<file path="src/rtl/cell_rw_pkg.sv">
package cell_rw_pkg;
  localparam int unsigned WORD_W = 32;

  // fixed word positions inside a cell
  localparam int unsigned HDR_IDX   = 0;
  localparam int unsigned PAT_IDX   = 2;
  localparam int unsigned SPLIT_IDX = 3;
  localparam int unsigned TAIL_IDX  = 4;

  localparam logic [31:0] PAT_WORD  = 32'h48454C4C; // "HELL"
  localparam logic [7:0]  PAT_LAST  = 8'h4F;        // "O"
  localparam logic [23:0] SPLIT_NEW = 24'h20574F;   // " WO"
  localparam logic [31:0] TAIL_WORD = 32'h524C442E; // "RLD."

  typedef struct packed {
    logic              flow;
    logic              soc;
    logic [WORD_W-1:0] data;
  } cell_beat_t;

  localparam int unsigned BEAT_W = $bits(cell_beat_t);
endpackage

</file>
<file path="src/rtl/cell_rw_stage.sv">
module cell_rw_stage #(
  parameter int unsigned W = 34
) (
  input  logic         clk_i,
  input  logic         rst_ni,
  input  logic [W-1:0] d_i,
  output logic [W-1:0] q_o
);
  always_ff @(posedge clk_i or negedge rst_ni) begin
    if (!rst_ni) q_o <= '0;
    else         q_o <= d_i;
  end
endmodule

</file>
<file path="src/rtl/cell_rw_tracker.sv">
module cell_rw_tracker #(
  parameter int unsigned CELL_WORDS = 14,
  localparam int unsigned CNT_W = $clog2(CELL_WORDS)
) (
  input  logic             clk_i,
  input  logic             rst_ni,
  input  logic             soc_i,
  output logic             active_o,
  output logic [CNT_W-1:0] idx_o
);
  localparam logic [CNT_W-1:0] LAST = CNT_W'(CELL_WORDS - 1);

  logic             in_cell_q;
  logic [CNT_W-1:0] cnt_q;

  assign active_o = soc_i | in_cell_q;
  assign idx_o    = soc_i ? '0 : cnt_q;

  always_ff @(posedge clk_i or negedge rst_ni) begin
    if (!rst_ni) begin
      in_cell_q <= 1'b0;
      cnt_q     <= '0;
    end else if (soc_i) begin
      // start-of-cell always restarts, also mid-cell
      in_cell_q <= 1'b1;
      cnt_q     <= CNT_W'(1);
    end else if (in_cell_q) begin
      if (cnt_q == LAST) begin
        in_cell_q <= 1'b0;
        cnt_q     <= '0;
      end else begin
        cnt_q <= cnt_q + CNT_W'(1);
      end
    end
  end
endmodule

</file>
<file path="src/rtl/cell_rw_match.sv">
module cell_rw_match
  import cell_rw_pkg::*;
#(
  parameter int unsigned CELL_WORDS = 14,
  parameter int unsigned VCI_LSB    = 4,
  parameter int unsigned VCI_W      = 16,
  parameter logic [VCI_W-1:0] VCI_MATCH = 16'd5,
  localparam int unsigned CNT_W = $clog2(CELL_WORDS)
) (
  input  logic              clk_i,
  input  logic              rst_ni,
  input  logic              active_i,
  input  logic [CNT_W-1:0]  idx_i,
  input  logic [WORD_W-1:0] word_i,
  output logic [WORD_W-1:0] word_o
);
  logic vci_hit_q, pat_hit_q, rw_hit_q;
  logic at_hdr, at_pat, at_split, at_tail;
  logic split_hit;

  assign at_hdr   = active_i && (idx_i == CNT_W'(HDR_IDX));
  assign at_pat   = active_i && (idx_i == CNT_W'(PAT_IDX));
  assign at_split = active_i && (idx_i == CNT_W'(SPLIT_IDX));
  assign at_tail  = active_i && (idx_i == CNT_W'(TAIL_IDX));

  assign split_hit = at_split && vci_hit_q && pat_hit_q &&
                     (word_i[WORD_W-1 -: 8] == PAT_LAST);

  always_ff @(posedge clk_i or negedge rst_ni) begin
    if (!rst_ni) begin
      vci_hit_q <= 1'b0;
      pat_hit_q <= 1'b0;
      rw_hit_q  <= 1'b0;
    end else if (at_hdr) begin
      vci_hit_q <= (word_i[VCI_LSB +: VCI_W] == VCI_MATCH);
      pat_hit_q <= 1'b0;
      rw_hit_q  <= 1'b0;
    end else begin
      if (at_pat)   pat_hit_q <= (word_i == PAT_WORD);
      if (at_split) rw_hit_q  <= split_hit;
    end
  end

  always_comb begin
    word_o = word_i;
    if (split_hit)             word_o = {word_i[WORD_W-1 -: 8], SPLIT_NEW};
    else if (at_tail && rw_hit_q) word_o = TAIL_WORD;
  end
endmodule

</file>
<file path="src/rtl/cell_hello_rewrite.sv">
module cell_hello_rewrite
  import cell_rw_pkg::*;
#(
  parameter int unsigned CELL_WORDS = 14,
  parameter int unsigned VCI_LSB    = 4,
  parameter int unsigned VCI_W      = 16,
  parameter logic [VCI_W-1:0] VCI_MATCH = 16'd5,
  localparam int unsigned CNT_W = $clog2(CELL_WORDS)
) (
  input  logic              clk_i,
  input  logic              rst_ni,
  input  logic [WORD_W-1:0] data_i,
  input  logic              soc_i,
  input  logic              flow_i,
  output logic [WORD_W-1:0] data_o,
  output logic              soc_o,
  output logic              flow_o
);
  cell_beat_t in_q, mid_d, out_q;
  logic             active;
  logic [CNT_W-1:0] idx;
  logic [WORD_W-1:0] new_word;

  cell_rw_stage #(.W(BEAT_W)) u_in (
    .clk_i (clk_i), .rst_ni(rst_ni),
    .d_i   ({flow_i, soc_i, data_i}),
    .q_o   (in_q)
  );

  cell_rw_tracker #(.CELL_WORDS(CELL_WORDS)) u_trk (
    .clk_i   (clk_i), .rst_ni(rst_ni),
    .soc_i   (in_q.soc),
    .active_o(active),
    .idx_o   (idx)
  );

  cell_rw_match #(
    .CELL_WORDS(CELL_WORDS), .VCI_LSB(VCI_LSB),
    .VCI_W(VCI_W), .VCI_MATCH(VCI_MATCH)
  ) u_match (
    .clk_i   (clk_i), .rst_ni(rst_ni),
    .active_i(active),
    .idx_i   (idx),
    .word_i  (in_q.data),
    .word_o  (new_word)
  );

  always_comb begin
    mid_d      = in_q;
    mid_d.data = new_word;
  end

  cell_rw_stage #(.W(BEAT_W)) u_out (
    .clk_i (clk_i), .rst_ni(rst_ni),
    .d_i   (mid_d),
    .q_o   (out_q)
  );

  assign data_o = out_q.data;
  assign soc_o  = out_q.soc;
  assign flow_o = out_q.flow;
endmodule

</file>
<file path="config.mk">
export PLATFORM = sky130hd
export DESIGN_NAME = cell_hello_rewrite
export DESIGN_NICKNAME = d
export VERILOG_FILES = /design/src/rtl/cell_rw_pkg.sv /design/src/rtl/cell_rw_stage.sv /design/src/rtl/cell_rw_tracker.sv /design/src/rtl/cell_rw_match.sv /design/src/rtl/cell_hello_rewrite.sv
export SDC_FILE = /design/constraint.sdc
export NUM_CORES = 1
export LEC_CHECK = 0
export CAP_MARGIN = 20
export CORE_MARGIN = 1.5
export CORE_UTILIZATION = 49
export CTS_BUF_LIST = sky130_fd_sc_hd__clkbuf_2
export DETAILED_ROUTE_END_ITERATION = 12
export PLACE_DENSITY = 0.82
export SLEW_MARGIN = 20
export SYNTH_ARGS = -nofsm -noshare
export SYNTH_HDL_FRONTEND = slang
export SYNTH_SLANG_ARGS = --single-unit
export TNS_END_PERCENT = 10
</file>
<file path="constraint.sdc">
create_clock -name clk_i -period 2.2 [get_ports clk_i]
set_input_delay 0.55 -clock clk_i [delete_from_list [all_inputs] [get_ports clk_i]]
set_output_delay 0.55 -clock clk_i [all_outputs]
set_load 0.005 [all_outputs]
</file>
==> results_dict.tcl, run 1 <==
set metrics [dict create \
    root_buffer "clkbuf_2" \
    io_buffers 69 \
    status "completed" \
    synthAdderAreaFrac_pct 1.01 \
    firstDrtPassIters 5 \
    grt_util_all_layers_pct 20.2 \
    syn_area_per_cell_um2 14.5 \
    seqCellArea_um2 1900 \
    grt_overflow_total 0 \
    hold_viol_final 0 \
    critPathLaunchType "flop" \
    place_congestion 0.846 \
    netlist_instances 171 \
    fmax_ghz 0.469 \
    n_fill_cell 347 \
    drv_cap 0 \
    period_share_pct 96.9 \
    placedCellCount 307 \
    final_common_cell "dfrtp_1" \
    ant_nets 0 \
    drive_gt1_share_pct 9.34 \
    drv_slew 0 \
    crit_type "reg -> reg" \
    insertion_delay_ns 0.52 \
    ir_worst_vdd_mv 0.520 \
    multi_input_area_um2 568 \
    viasPerCell 5.04 \
    die-area_um2 5510 \
    setup_viol_count_final 0 \
    cts_tree "done" \
    synth_nets 209 \
    core_um2 4820 \
    worst_clock_skew_ns 0.0292 \
    clock-sinks 76 \
    holdWs_ns 0.378 \
    antenna_cells 0 \
    yosysUniqueCellTypes 30 \
    ys_ff_latch 76 \
    wire_per_inst_um 15.5 \
    initial_core_util_pct 51.6 \
    rows 25 \
    p_leak_nw 1.50 \
    yosysSeqAreaShare_pct 76.5 \
    critPathMaxFanout 7 \
    drc 0 \
    synth_top_family_by_area "simple AND/OR/NAND/NOR gates" \
    hp-class "reg -> reg" \
    die_x_um 74.2 \
    synth_compound_area_share_pct 6.39 \
    cts_max_path_buffers 2 \
    muxShareOfSynthArea_pct 0 \
    numCtsBuffers 9 \
    drt_iter0_drc 103 \
    stdcell_count 324 \
    synth_xor_area_share_pct 0 \
    grt_pass1_wl_um 7840 \
    grt_pass1_vias 1681 \
    h-tree-depth 3 \
    routed_wl_um 5010 \
    synth-simple-area-share_pct 15.0 \
    area_growth_syn_to_layout_pct 38.9 \
    endpoint_kind "flop" \
    die_h_um 74.2 \
    finalSetupTns_ns 0 \
    post_cts_buffers 0 \
    grt_max_degree 40 \
    nets 290 \
    dp_hpwl_um 3400 \
    cts.clk_slew.worst_paths_ns 0.21 \
    netlist_area_um2 2490 \
    fin_crit_ns 2.13 \
    power_density_nw_per_um2 769 \
    cp_data_required_time_ns 2.63 \
    num_vias 1633 \
    slew_headroom_pct 56.9 \
    io_pins 70 \
    mostFrequentLayoutCells "dfrtp_1 (76), clkdlybuf4s50_1 (68), and2_1 (17)" \
    worst_pin_slew_ns 0.645 \
    worstPathArrival_ns 2.56 \
    antenna_found_initial 0 \
    ys.warnings.count 0 \
]
-- power by group --
part | total (mW) | leakage [nW] | switching, mW | internal, mW
Clock | 0.904 | 0.0854 | 0.507 | 0.396
Combinational | 0.240 | 0.524 | 0.0879 | 0.152
Sequential | 1.51 | 0.894 | 0.0414 | 1.47
Total | 2.65 | 1.50 | 0.637 | 2.02
-- worst max-delay path, stage by stage (launching register included) --
cell	delay, ns
dfrtp_1	0.48
or4b_4	0.52
or3_1	0.34
or4_1	0.55
a21boi_1	0.19
-- cells by family after synthesis --
family	after synthesis
flip-flops	76
AND/OR/NAND/NOR	61
AO/OA/AOI/OAI	25
buffers and inverters	7
adder cells (fa/ha/maj)	2
-- sequential cells by signal, indices dropped and copies added (netlist names) --
name               cells
u_out.q_o             34
u_match.vci_hit_q      1
u_match.rw_hit_q       1
u_match.pat_hit_q      1
u_trk.cnt_q            4
u_trk.in_cell_q        1
u_in.q_o              34
-- through the flow --
stage               worst slack [ns]  power [mW]  cell area [um2]  utilization [%]
floorplan                      0.209        1.59             2490                -
global placement               0.142        1.76             3280             68.1
detailed placement           0.00565        1.77             3280             68.1
CTS                           0.0738        2.68             3450             71.5
global route                 -0.0168        2.78             3450             71.7
finish                        0.0690        2.65             3450             71.7
-- Yosys cell counts, drive strengths merged --
cell type	instances	share of area [%]
nand2	7	1.1
or3	2	0.55
inv	4	0.60
o21ai	5	1.0
a21o	3	0.91
and2	17	4.3
a31oi	1	0.25
nor3	1	0.20
nor4b	1	0.35
nand2b	9	2.3
nor4	4	1.0
and4	1	0.35
clkbuf	3	0.45
nand3	2	0.40
dfrtp	76	76
a21oi	6	1.2
and4b	1	0.40
ha	2	1.0
nand3b	2	0.60
a22oi	1	0.30
nor2	6	0.91
o31ai	1	0.30
nor4bb	2	0.81
nand4	4	1.0
o21a	6	1.8
or4b	1	0.55
or4	1	0.30
a21boi	2	0.60
-- path summary, 6_finish.rpt --
kind	slack [ns]	cells after the start	from	endpoint
setup / recovery	0.07	4	u_trk.cnt_q[2]$_DFFE_PN0P_	u_match.pat_hit_q$_DFFE_PN0P_
hold / removal	0.38	0	u_in.q_o[33]$_DFF_PN0_	u_out.q_o[33]$_DFF_PN0_
setup reg to reg	0.07	4	u_trk.cnt_q[2]$_DFFE_PN0P_	u_match.pat_hit_q$_DFFE_PN0P_
hold reg to reg	0.38	0	u_in.q_o[33]$_DFF_PN0_	u_out.q_o[33]$_DFF_PN0_
max in group asynchronous	1.13	3	rst_ni	u_out.q_o[28]$_DFF_PN0_
min in group asynchronous	0.49	2	rst_ni	u_out.q_o[17]$_DFF_PN0_
-- layout make-up --
cell class	count	area share, %
flip-flops and latches	76	55.1
repair buffers	73	21.2
inverters	4	0.435
clock inverters	7	3.04
clock buffers	9	1.30
multi-input cells	88	16.5
well taps	67	2.43
-- metal layers --
| layer | wire length, um | GRT usage [%] | vias to the layer above |
|---|---|---|---|
| met4 | 74 | 11.1 | 0 |
| li1 | - | - | 747 |
| met3 | 318 | 6.37 | 7 |
| met2 | 2680 | 33.5 | 72 |
| met5 | 0 | 0 | - |
| met1 | 1940 | 23.5 | 807 |
-- repair_timing --
item	CTS	global route
pin swaps	0	0
setup endpoints to repair	3	8
cloned	0	0
endpoints found under the hold margin	37	0
hold buffers	1	0
resized for setup	1	1
Note: power is estimated with default switching activity, not from simulation.
==> run 2: changes to the inputs <==
CORE_ASPECT_RATIO = 1.75   (was not set)
==> results_dict.tcl, run 2 (synthesized netlist as in run 1, its figures left out) <==
set metrics [dict create \
    viasPerCell 5.18 \
    reg_top3 "u_in.q_o: 34 flops, u_out.q_o: 34 flops, u_trk.cnt_q: 4 flops" \
    grt_pass1_vias 1714 \
    initial_core_util_pct 50.4 \
    worstPathArrival_ns 2.53 \
    period_share_pct 94.8 \
    slew_headroom_pct 62.3 \
    die_x_um 56.8 \
    grt_overflow_total 0 \
    cts_tree "done" \
    rows 34 \
    hp-class "reg -> reg" \
    io_pins 70 \
    firstDrtPassIters 4 \
    fmax_ghz 0.479 \
    worst_clock_skew_ns 0.0181 \
    power_density_nw_per_um2 776 \
    num_vias 1605 \
    finalSetupTns_ns 0 \
    mostFrequentLayoutCells "dfrtp_1 (76), clkdlybuf4s50_1 (68), and2_1 (17)" \
    cts_max_path_buffers 2 \
    cp_cell_sequence "or4b_4, or3_1, or4_1, a21boi_2" \
    antenna_cells 0 \
    h-tree-depth 3 \
    worst_path_largest_cell_delay_ns 0.57 \
    drv_slew 0 \
    io_buffers 69 \
    post_cts_buffers 0 \
    setup_viol_count_final 0 \
    fin_crit_ns 2.09 \
    p_leak_nw 1.50 \
    grt_pass1_wl_um 8070 \
    die-area_um2 5530 \
    cts.clk_slew.worst_paths_ns 0.19 \
    hold_viol_final 0 \
    ant_nets 0 \
    grt_max_degree 42 \
    drt_iter0_drc 44 \
    drive_gt1_share_pct 7.81 \
    clock-sinks 76 \
    multi_input_area_um2 572 \
    grt_util_all_layers_pct 20.0 \
    core_um2 4930 \
    final_common_cell "dfrtp_1" \
    layout_setup_ws_ns 0.114 \
    insertion_delay_ns 0.49 \
    rsz0062_at_grt "no" \
    critPathLaunchType "flop" \
    critPathMaxFanout 7 \
    cp_top_family "simple AND/OR/NAND/NOR gates" \
    ir_worst_vdd_mv 0.917 \
    numCtsBuffers 9 \
    power_mw 2.66 \
    drc 0 \
    endpoint_kind "flop" \
    crit_type "reg -> reg" \
    place_congestion 0.888 \
    seqCellArea_um2 1900 \
    final_core_util_pct 69.5 \
    wire_per_inst_um 15.7 \
    antenna_found_initial 0 \
    worst_pin_slew_ns 0.565 \
    root_buffer "clkbuf_2" \
    area_growth_syn_to_layout_pct 38.0 \
    status "completed" \
    place_worst_setup_slack_ns -0.0114 \
    cp_data_required_time_ns 2.64 \
    dp_hpwl_um 3530 \
    crit_slowest_cell "or4b_4" \
    die_h_um 97.2 \
    routed_wl_um 4870 \
    path_buf_inv 0 \
    drv_cap 0 \
    n_fill_cell 355 \
    nets 289 \
]
## run 2: cell count changes in the layout (fill, tap and decap cells not counted), sizes merged
cell / previous run / this run
clkinvlp: 1 / 0
clkinv: 0 / 4
buf: 4 / 3
inv: 8 / 4
bufinv: 2 / 3
## run 2: worst paths after layout
check	startpoint	endpoint	slack, ns	cells after the start
worst max-delay path	u_trk.cnt_q[3]$_DFFE_PN0P_	u_match.pat_hit_q$_DFFE_PN0P_	0.11	4
worst min-delay path	u_in.q_o[33]$_DFF_PN0_	u_out.q_o[33]$_DFF_PN0_	0.40	0
worst max register to register	u_trk.cnt_q[3]$_DFFE_PN0P_	u_match.pat_hit_q$_DFFE_PN0P_	0.11	4
worst min register to register	u_in.q_o[33]$_DFF_PN0_	u_out.q_o[33]$_DFF_PN0_	0.40	0
max in group asynchronous	rst_ni	u_match.rw_hit_q$_DFFE_PN0P_	1.11	3
min in group asynchronous	rst_ni	u_out.q_o[27]$_DFF_PN0_	0.53	2
## run 2: area by class of cell
class | count | area share, %
inverters | 4 | 0.437
multi-input cells | 88 | 16.7
flip-flops and latches | 76 | 55.4
repair buffers | 72 | 21.1
clock inverters | 7 | 3.06
well taps | 54 | 1.97
clock buffers | 9 | 1.31
## run 2: power by group
group          total [mW]  internal [mW]  switching (mW)
sequential           1.51           1.47          0.0404
clock               0.918          0.476           0.442
combinational       0.238          0.152          0.0862
total                2.66           2.10           0.569
## run 2: metal layers
metal  track usage, %  share of wire, %
met1             21.4                36
met2             33.3                56
met4             13.2               3.0
met3             5.86               4.7
met5                0                 0
## run 2: stage by stage
step / cells / cell area, um2 / hold slack (ns)
after detailed placement: 293 / 3260 / 0.365
after global placement: 293 / 3260 / 0.335
after global routing: 310 / 3430 / 0.408
final: 310 / 3430 / 0.402
after floorplan: 171 / 2490 / 0.254
after CTS: 310 / 3420 / 0.406
## run 2: timing repair
item,CTS,global route
pin swaps,0,1
gates resized for setup,1,2
hold buffers,1,0
endpoints found under the setup margin,9,17
endpoints found under the hold margin,35,0
==> run 3: changes to the inputs <==
CAP_MARGIN = not set   (was 20)
==> results of run 3 <==
Final layout, timing and power as in run 2 (identical DEF).
